`src/rtl/cart_pkg.sv`:
```
package cart_pkg;
    localparam int unsigned ADDR_W     = 16;
    localparam int unsigned DATA_W     = 8;
    localparam int unsigned PRG_BANK_W = 4;
    // bank register decode: 1000_xxxx_x000_xxxx
    localparam logic [ADDR_W-1:0] BANK_MASK  = 16'hF070;
    localparam logic [ADDR_W-1:0] BANK_MATCH = 16'h8000;
    // FM chip decode: 1001_xxxx_00x1_xxxx
    localparam logic [ADDR_W-1:0] FM_MASK    = 16'hF0D0;
    localparam logic [ADDR_W-1:0] FM_MATCH   = 16'h9010;
    localparam int unsigned FM_SEL_BIT = 5;
endpackage

```
`src/rtl/cart_addr_decode.sv`:
```
module cart_addr_decode #(
    parameter int unsigned ADDR_W     = cart_pkg::ADDR_W,
    parameter logic [ADDR_W-1:0] BANK_MASK  = cart_pkg::BANK_MASK,
    parameter logic [ADDR_W-1:0] BANK_MATCH = cart_pkg::BANK_MATCH,
    parameter logic [ADDR_W-1:0] FM_MASK    = cart_pkg::FM_MASK,
    parameter logic [ADDR_W-1:0] FM_MATCH   = cart_pkg::FM_MATCH,
    parameter int unsigned FM_SEL_BIT = cart_pkg::FM_SEL_BIT
) (
    input  logic [ADDR_W-1:0] addr,
    input  logic              rw,
    input  logic              phi2,
    output logic              bank_hit,
    output logic              fm_hit,
    output logic              fm_sel,
    output logic              rom_rd
);
    logic wr_strobe;

    always_comb begin
        wr_strobe = phi2 && !rw;
        bank_hit  = wr_strobe && ((addr & BANK_MASK) == BANK_MATCH);
        fm_hit    = wr_strobe && ((addr & FM_MASK) == FM_MATCH);
        fm_sel    = addr[FM_SEL_BIT];
        rom_rd    = rw && addr[ADDR_W-1];
    end

    // the two write targets never alias onto each other
    always_comb begin
        assert_decode_exclusive_R1: assert (!(bank_hit && fm_hit))
            else $error("bank and FM decode both active");
    end
endmodule

```
`src/rtl/cart_bank_reg.sv`:
```
module cart_bank_reg #(
    parameter int unsigned DATA_W = cart_pkg::DATA_W,
    parameter int unsigned BANK_W = cart_pkg::PRG_BANK_W
) (
    input  logic              clk,
    input  logic              rst_n,
    input  logic              phi2,
    input  logic              hit,
    input  logic [DATA_W-1:0] data,
    output logic [BANK_W-1:0] bank
);
    typedef struct packed {
        logic              phi2;
        logic              hit;
        logic [BANK_W-1:0] data;
        logic [BANK_W-1:0] bank;
    } bank_state_t;

    localparam logic [BANK_W-1:0] LAST_BANK = '1;

    bank_state_t st_d, st_q;
    logic        fall;

    always_comb begin
        st_d      = st_q;
        st_d.phi2 = phi2;
        fall      = st_q.phi2 && !phi2;
        if (phi2) begin
            st_d.hit  = hit;
            st_d.data = data[BANK_W-1:0];
        end
        if (fall && st_q.hit) begin
            st_d.bank = st_q.data;
            st_d.hit  = 1'b0;
        end
    end

    always_ff @(posedge clk or negedge rst_n) begin
        if (!rst_n) begin
            st_q      <= '0;
            st_q.bank <= LAST_BANK;
        end else begin
            st_q <= st_d;
        end
    end

    assign bank = st_q.bank;

    // without a phase-2 fall the bank cannot move
    assert_bank_hold_R2: assert property (@(posedge clk) disable iff (!rst_n)
        !(st_q.phi2 && !phi2) |=> $stable(st_q.bank))
        else $error("bank changed without phase-2 fall");

    // a fall that ends a non-matching cycle keeps the bank
    assert_bank_ignore_R8: assert property (@(posedge clk) disable iff (!rst_n)
        (st_q.phi2 && !phi2 && !st_q.hit) |=> $stable(st_q.bank))
        else $error("bank changed after unmatched cycle");
endmodule

```
`src/rtl/cart_prg_fm_mapper.sv`:
```
module cart_prg_fm_mapper #(
    parameter int unsigned ADDR_W = cart_pkg::ADDR_W,
    parameter int unsigned DATA_W = cart_pkg::DATA_W,
    parameter int unsigned BANK_W = cart_pkg::PRG_BANK_W
) (
    input  logic              clk,
    input  logic              rst_n,
    input  logic [ADDR_W-1:0] cpu_addr,
    input  logic [DATA_W-1:0] cpu_data,
    input  logic              cpu_rw,
    input  logic              cpu_phi2,
    input  logic              big_rom_en,
    output logic [BANK_W-1:0] prg_addr,
    output logic              rom_en,
    output logic              fm_en,
    output logic              fm_sel
);
    localparam int unsigned TOP = BANK_W - 1;

    logic              bank_hit;
    logic [BANK_W-1:0] bank;

    cart_addr_decode #(.ADDR_W(ADDR_W)) u_dec (
        .addr     (cpu_addr),
        .rw       (cpu_rw),
        .phi2     (cpu_phi2),
        .bank_hit (bank_hit),
        .fm_hit   (fm_en),
        .fm_sel   (fm_sel),
        .rom_rd   (rom_en)
    );

    cart_bank_reg #(.DATA_W(DATA_W), .BANK_W(BANK_W)) u_bank (
        .clk   (clk),
        .rst_n (rst_n),
        .phi2  (cpu_phi2),
        .hit   (bank_hit),
        .data  (cpu_data),
        .bank  (bank)
    );

    always_comb begin
        prg_addr      = bank;
        prg_addr[TOP] = bank[TOP] | ~big_rom_en;
    end

    assert_rom_no_write_R7: assert property (@(posedge clk) disable iff (!rst_n)
        !cpu_rw |-> !rom_en) else $error("ROM enabled during write");

    assert_fm_strobe_R3: assert property (@(posedge clk) disable iff (!rst_n)
        fm_en |-> (cpu_phi2 && !cpu_rw)) else $error("FM enable outside write strobe");

    assert_fm_index_port_R4: assert property (@(posedge clk) disable iff (!rst_n)
        (fm_en && cpu_addr == 16'h9010) |-> !fm_sel) else $error("index port select wrong");

    assert_top_line_R6: assert property (@(posedge clk) disable iff (!rst_n)
        !big_rom_en |-> prg_addr[TOP]) else $error("A18 not held high");
endmodule

```
`config.mk`:
```
export PLATFORM = sky130hd
export DESIGN_NAME = cart_prg_fm_mapper
export DESIGN_NICKNAME = d
export VERILOG_FILES = /design/src/rtl/cart_pkg.sv /design/src/rtl/cart_addr_decode.sv /design/src/rtl/cart_bank_reg.sv /design/src/rtl/cart_prg_fm_mapper.sv
export SDC_FILE = /design/constraint.sdc
export NUM_CORES = 1
export LEC_CHECK = 0
export BUFFER_PORTS_ARGS = -buffer_cell sky130_fd_sc_hd__buf_2
export CAP_MARGIN = 20
export CELL_PAD_IN_SITES_DETAIL_PLACEMENT = 2
export CELL_PAD_IN_SITES_GLOBAL_PLACEMENT = 2
export CORE_MARGIN = 2
export CORE_UTILIZATION = 21
export DETAILED_ROUTE_END_ITERATION = 10
export PLACE_DENSITY_LB_ADDON = 0.3
export SLEW_MARGIN = 30
export SYNTH_ARGS = -nofsm -noshare
export SYNTH_HDL_FRONTEND = slang
export SYNTH_SLANG_ARGS = --single-unit
```
`constraint.sdc`:
```
create_clock -name clk -period 1.27 [get_ports clk]
set_input_delay 0.0635 -clock clk [delete_from_list [all_inputs] [get_ports clk]]
set_output_delay 0.0635 -clock clk [all_outputs]
set_load 0.005 [all_outputs]
```
==> results_dict.tcl, run 1 <==
set metrics [dict create \
    status "finished clean" \
    cts-root-buf "clkbuf_4" \
    synth_nets 61 \
    powerDensity_mw_per_mm2 1110 \
    slew_violations 0 \
    tightest_slew_ps 216 \
    hold_path_class "input pin to register" \
    rows 16 \
    r2r-start "u_bank.st_q[8]" \
    max_stage_delay_ps 550 \
    use_met1_pct 8.84 \
    post-route-period-util_pct 88.7 \
    fin_util_pct 31.3 \
    finalSetupTns_ps 0 \
    first_global_vias 376 \
    num_io_pins 36 \
    grt_max_degree 11 \
    portBuffers 23 \
    r2r_slack_ps 270 \
    end_kind "output pin" \
    busiest_layer "met2" \
    max-cap-violations 0 \
    cts_made_buffers 3 \
    ir_drop_mv 0.268 \
    final-setup-viol-count 0 \
    cts_resized 0 \
    syn-cell-area_um2 459 \
    coreArea_mm2 0.00202 \
    drtPass1Iterations 1 \
    clkPwrFrac_pct 40.5 \
    grt_overflow_total 0 \
    ys_seq_area_share_pct 55.6 \
    grt_use_met2_pct 13.2 \
    hold_end "u_bank.st_q[4]" \
    cp_cell_sequence "buf_2 -> or4b_4 -> nor4_2 -> buf_2" \
    p_int_mw 0.556 \
    insertion_delay_ps 260 \
    hold_path.startpoint "cpu_data[0]" \
    wl_per_cell_um 11.0 \
    period_needed_ps 1130 \
    cts_setup_buffers 0 \
    finalPower_mw 0.704 \
    drive_gt1_share_pct 75.4 \
    synthCells 32 \
    die_area_mm2 0.00258 \
    antenna_found_initial 0 \
    crit_family "simple AND/OR/NAND/NOR gates" \
    combPwrFrac_pct 10.4 \
    holdPathStages 2 \
    synth-seq-cells 10 \
    worst_clock_skew_ps 1.79 \
    vias 339 \
    reg2reg_to "u_bank.bank[1]" \
    detail-route-antenna-nets 0 \
    synth.distinct_cells 14 \
    cp.buffers_inverters 2 \
    crit_required_ps 1210 \
    switching_share_pct 21.0 \
    worst_path_most_repeated_cell "buf_2" \
    p_switching_mw 0.148 \
    grt_pass1_wl_um 1540 \
    die_w_um 50.8 \
    vias_per_cell 4.04 \
    crit_slowest_cell "or4b_4" \
    diodes 0 \
    cts_tree "yes" \
    grt_setup_unrepaired "false" \
    ys_warn_count 0 \
    start_util_pct 22.7 \
    cts_buffer_depth 2 \
    nNetsFinal 87 \
    fmax_ghz 0.887 \
    track_usage_pct 8.76 \
    p_leak_nw 0.304 \
    start_kind "input pin" \
    place_congestion 0.595 \
    reg2reg_depth 2 \
    cts_hold_buf 1 \
    area_growth_syn_to_layout_pct 37.6 \
    slew-limit-headroom_pct 85.6 \
    synth.avg_cell_area_um2 14.3 \
    cts_htree_levels 1 \
    layout_common_cells "buf_2, mux2_2, dfrtp_1" \
    clock_sinks 10 \
    final-hold-violation-count 0 \
    wirelength_um 922 \
    path_clk_slew_ps 60 \
    use_met3_pct 2.38 \
    crit_type "input pin to output pin" \
    fp.dieH_um 50.8 \
    power_frac_seq_pct 49.1 \
    dr.first_iter.drc_count 0 \
    worstPathArrival_ps 1060 \
    final_common_cell "buf_2" \
    crit_fanout 2 \
    drc_errors 0 \
]
cell type report:
class	count	area (um2)
fillers	237	1390
multi-input cells	18	174
repair buffers	25	133
flip-flops and latches	10	255
well taps	27	33.8
clock buffers	4	36.3
Yosys cell counts, drive strengths merged:
cell type  instances  area [um2]
and2               1        6.26
buf                4        30.0
dfrtp              6         150
dfstp              4         105
mux2               8        90.1
nand2              1        3.75
nand2b             2        12.5
nand3b             1        7.51
nor4               1        12.5
o31ai              1        12.5
or3                1        6.26
or3b               1        8.76
or4b               1        13.8
per-stage QoR:
step           std cells  hold slack, ps  worst slack (ps)  cell area (um2)
2_1_floorplan         32            -232               329              459
3_3_place_gp          79           -67.1               128              586
3_5_place_dp          79           -63.8               136              586
4_1_cts               84            22.0               130              632
5_1_grt               84            21.0               113              632
6_report              84            32.9               143              632
power groups by stage:
stage / Combinational [mW] / Sequential, mW / Clock, mW
floorplan: 0.0314 / 0.349 / 0
global placement: 0.0705 / 0.352 / 0
detailed placement: 0.0722 / 0.352 / 0
CTS: 0.0754 / 0.347 / 0.302
global route: 0.0808 / 0.348 / 0.318
finish: 0.0729 / 0.346 / 0.285
worst max path at each step:
| stage | slack [ps] | startpoint | to | cells past startpoint |
|---|---|---|---|---|
| global placement | 130 | cpu_rw | fm_en | 4 |
| detailed placement | 140 | cpu_rw | fm_en | 4 |
| global route | 110 | cpu_rw | fm_en | 4 |
| CTS | 130 | cpu_rw | fm_en | 4 |
| floorplan | 330 | u_bank.st_q[9] | u_bank.st_q[8] | 2 |
| finish | 140 | cpu_rw | fm_en | 4 |
state kept, by name, indices dropped and copies added (netlist names):
name / flops
u_bank.bank: 4
u_bank.st_q: 6
per-layer routing:
layer / part of all wire, % / vias to the layer above
met2: 47 / 20
met5: 0 / -
met3: 9.0 / 2
met4: 2.9 / 0
met1: 41 / 158
li1: - / 159
cell families after synthesis:
group                  Yosys count  synth area share, %
DFF                             10                 55.6
and+or+nand+nor                  9                 15.5
muxes                            8                 19.6
buffers and inverters            4                 6.54
AOI/OAI and AO/OA                1                 2.72
worst reg2reg max path, stage by stage, from the launching register on:
cell and delay, ps:
dfrtp_1 370, nand3b_1 190, mux2_2 360
Power figures use the tool's default switching activity.
==> run 2, diff against run 1 <==
CORE_UTILIZATION = 22   (was 21)
SYNTH_HIERARCHICAL = 1   (was default)
==> run 2 against run 1 <==
Non-clock buffer count unchanged. Die area increased by 3.7%. Fmax decreased by 2.0%. Critical endpoint unchanged.
==> results_dict.tcl, run 2 <==
set metrics [dict create \
    drive_gt1_share_pct 74.1 \
    synth-seq-cells 10 \
    multi_input_area_um2 196 \
    synth_top_family_by_area "multiplexers" \
    r2r-start "u_bank/st_q[8]" \
    drtPass1Iterations 2 \
    synth.distinct_cells 16 \
    cp.buffers_inverters 2 \
    top_regs "u_bank/st_q (6), u_bank/bank (4)" \
    detail-route-antenna-nets 0 \
    yosys.area_share.simple_pct 16.3 \
    vias_per_cell 4.09 \
    reg2reg_to "u_bank/bank[1]" \
    synth.top_cells.by_count "dfrtp_1, buf_4, dfstp_2, mux2_2, mux2_4" \
    antenna_found_initial 0 \
    reg2reg_depth 2 \
    ir_drop_mv 0.293 \
    coreArea_mm2 0.00219 \
    wirelength_um 969 \
    synthFlopType "dfrtp_1" \
    area_growth_syn_to_layout_pct 29.0 \
    fillCellCount 257 \
    max-cap-violations 0 \
    fmax_ghz 0.869 \
    max_stage_delay_ps 560 \
    stdcell_count 86 \
    cts_tree "yes" \
    p_leak_nw 0.331 \
    cts_made_buffers 3 \
    grt_setup_unrepaired "false" \
    crit_required_ps 1210 \
    diodes 0 \
    crit_end "fm_en" \
    die_w_um 51.7 \
    worst_path_most_repeated_cell "buf_2" \
    powerDensity_mw_per_mm2 987 \
    clock_sinks 10 \
    hold_path_class "input pin to register" \
    die_area_mm2 0.00267 \
    start_kind "input pin" \
    place_congestion 0.603 \
    cts-root-buf "clkbuf_4" \
    placed_cells 81 \
    period_needed_ps 1150 \
    rows 17 \
    synth-edff-count 0 \
    tightest_slew_ps 222 \
    grt_max_degree 11 \
    ys_seq_area_share_pct 51.0 \
    crit_type "input pin to output pin" \
    startpoint "cpu_rw" \
    fp.dieH_um 51.7 \
    num_io_pins 36 \
    regArea_um2 255 \
    cp_cell_sequence "buf_2 -> or4b_1 -> nor4_2 -> buf_2" \
    post-route-period-util_pct 90.6 \
    synth_adder_area_share_pct 0 \
    crit_fanout 2 \
    track_usage_pct 9.49 \
    finalSetupTns_ps 0 \
    grt_overflow_total 0 \
    dp_hpwl_um 843 \
    synth.avg_cell_area_um2 14.3 \
    wl_per_cell_um 11.3 \
    status "finished clean" \
    nNetsFinal 88 \
    cts_buffer_depth 2 \
    insertion_delay_ps 260 \
    synth.area.mux_share_pct 21.0 \
    final_common_cell "buf_2" \
    final-hold-violation-count 0 \
    slew-limit-headroom_pct 85.2 \
    synthCells 35 \
    worst_clock_skew_ps 8.63 \
    path_clk_slew_ps 60 \
    layout_common_cells "buf_2, dfrtp_1, mux2_2, mux2_4, dfstp_2" \
    syn-cell-area_um2 500 \
    slew_violations 0 \
    synth.most_common_cell "dfrtp_1" \
    regMostFlops "u_bank/st_q" \
    worstPathArrival_ps 1090 \
    final-setup-viol-count 0 \
    largest_reg_flops 6 \
    ys_warn_count 6 \
    dr.first_iter.drc_count 1 \
    path_depth 4 \
    synth_compound_area_share_pct 2.00 \
    synth_nets 64 \
    synth-async-reset-ratio_pct 100 \
    grt_pass1_wl_um 1710 \
    yosysTopAreaCell "dfrtp_1" \
    synth_top_area_share_pct 30.0 \
    cts_htree_levels 1 \
    first_global_vias 382 \
    crit_family "simple AND/OR/NAND/NOR gates" \
    drc_errors 0 \
    start_util_pct 22.8 \
    end_kind "output pin" \
    synth_area_leaders "dfrtp_1, dfstp_2, mux2_4" \
    crit_slowest_cell "or4b_1" \
    synth_xor_area_share_pct 0 \
    portBuffers 23 \
    r2r_slack_ps 340 \
    vias 352 \
]
[run 2: worst min path at each step]
| stage | startpoint | end | slack (ps) | cells past startpoint |
|---|---|---|---|---|
| after detailed placement | rst_n | u_bank/st_q[6] | -60 | 1 |
| after floorplan | rst_n | u_bank/st_q[4] | -230 | 0 |
| final | cpu_data[0] | u_bank/st_q[4] | 40 | 2 |
| after global routing | cpu_data[0] | u_bank/st_q[4] | 20 | 2 |
| after CTS | cpu_data[0] | u_bank/st_q[4] | 20 | 2 |
| after global placement | rst_n | u_bank/st_q[7] | -60 | 1 |
[run 2: layer usage]
layer,up-vias,part of all wire (%),track usage [%]
li1,166,-,-
met4,0,0,5.26
met2,22,50,15.2
met1,164,36,9.86
met5,-,0,0
met3,0,13,5.17
[run 2: kinds of logic (layout without fill, tap and decap cells)]
kind of cell,count (synthesis),in the layout
mux,8,8
flops,10,10
compound gates,1,1
simple gates,10,10
buf+inv,6,29
[run 2: stage by stage]
| stage | hold slack, ps | power, mW | instance area [um2] | util, % | setup WS [ps] |
|---|---|---|---|---|---|
| floorplan | -232 | 0.385 | 500 | - | 271 |
| global placement | -63.1 | 0.420 | 609 | 27.8 | 74.3 |
| detailed placement | -61.8 | 0.424 | 609 | 27.8 | 76.2 |
| CTS | 23.2 | 0.661 | 646 | 29.5 | 95.5 |
| global route | 23.2 | 0.694 | 646 | 29.5 | 62.9 |
| finish | 35.4 | 0.637 | 646 | 29.5 | 120 |
[run 2: worst reg2reg max path, stage by stage (launching register included)]
cell,delay (ps)
dfrtp_1,410
nand3b_4,130
mux2_4,310
[run 2: repair_timing]
item,4_1_cts,5_1_grt
setup buffers,0,0
endpoints found under the hold margin,10,0
hold buffers,1,0
gates resized for setup,0,0
setup endpoints to repair,0,0
[run 2: where the power goes]
part	internal, mW	leakage (nW)	switching (mW)
logic	0.0448	0.203	0.0282
clock network	0.121	0.0150	0.0983
registers	0.336	0.114	0.00862
[run 2: area by class of cell]
class	instances	area share (%)
clock buffers	4	4.07
multi-input cells	19	30.4
flip-flops and latches	10	39.5
well taps	28	5.43
repair buffers	25	20.5
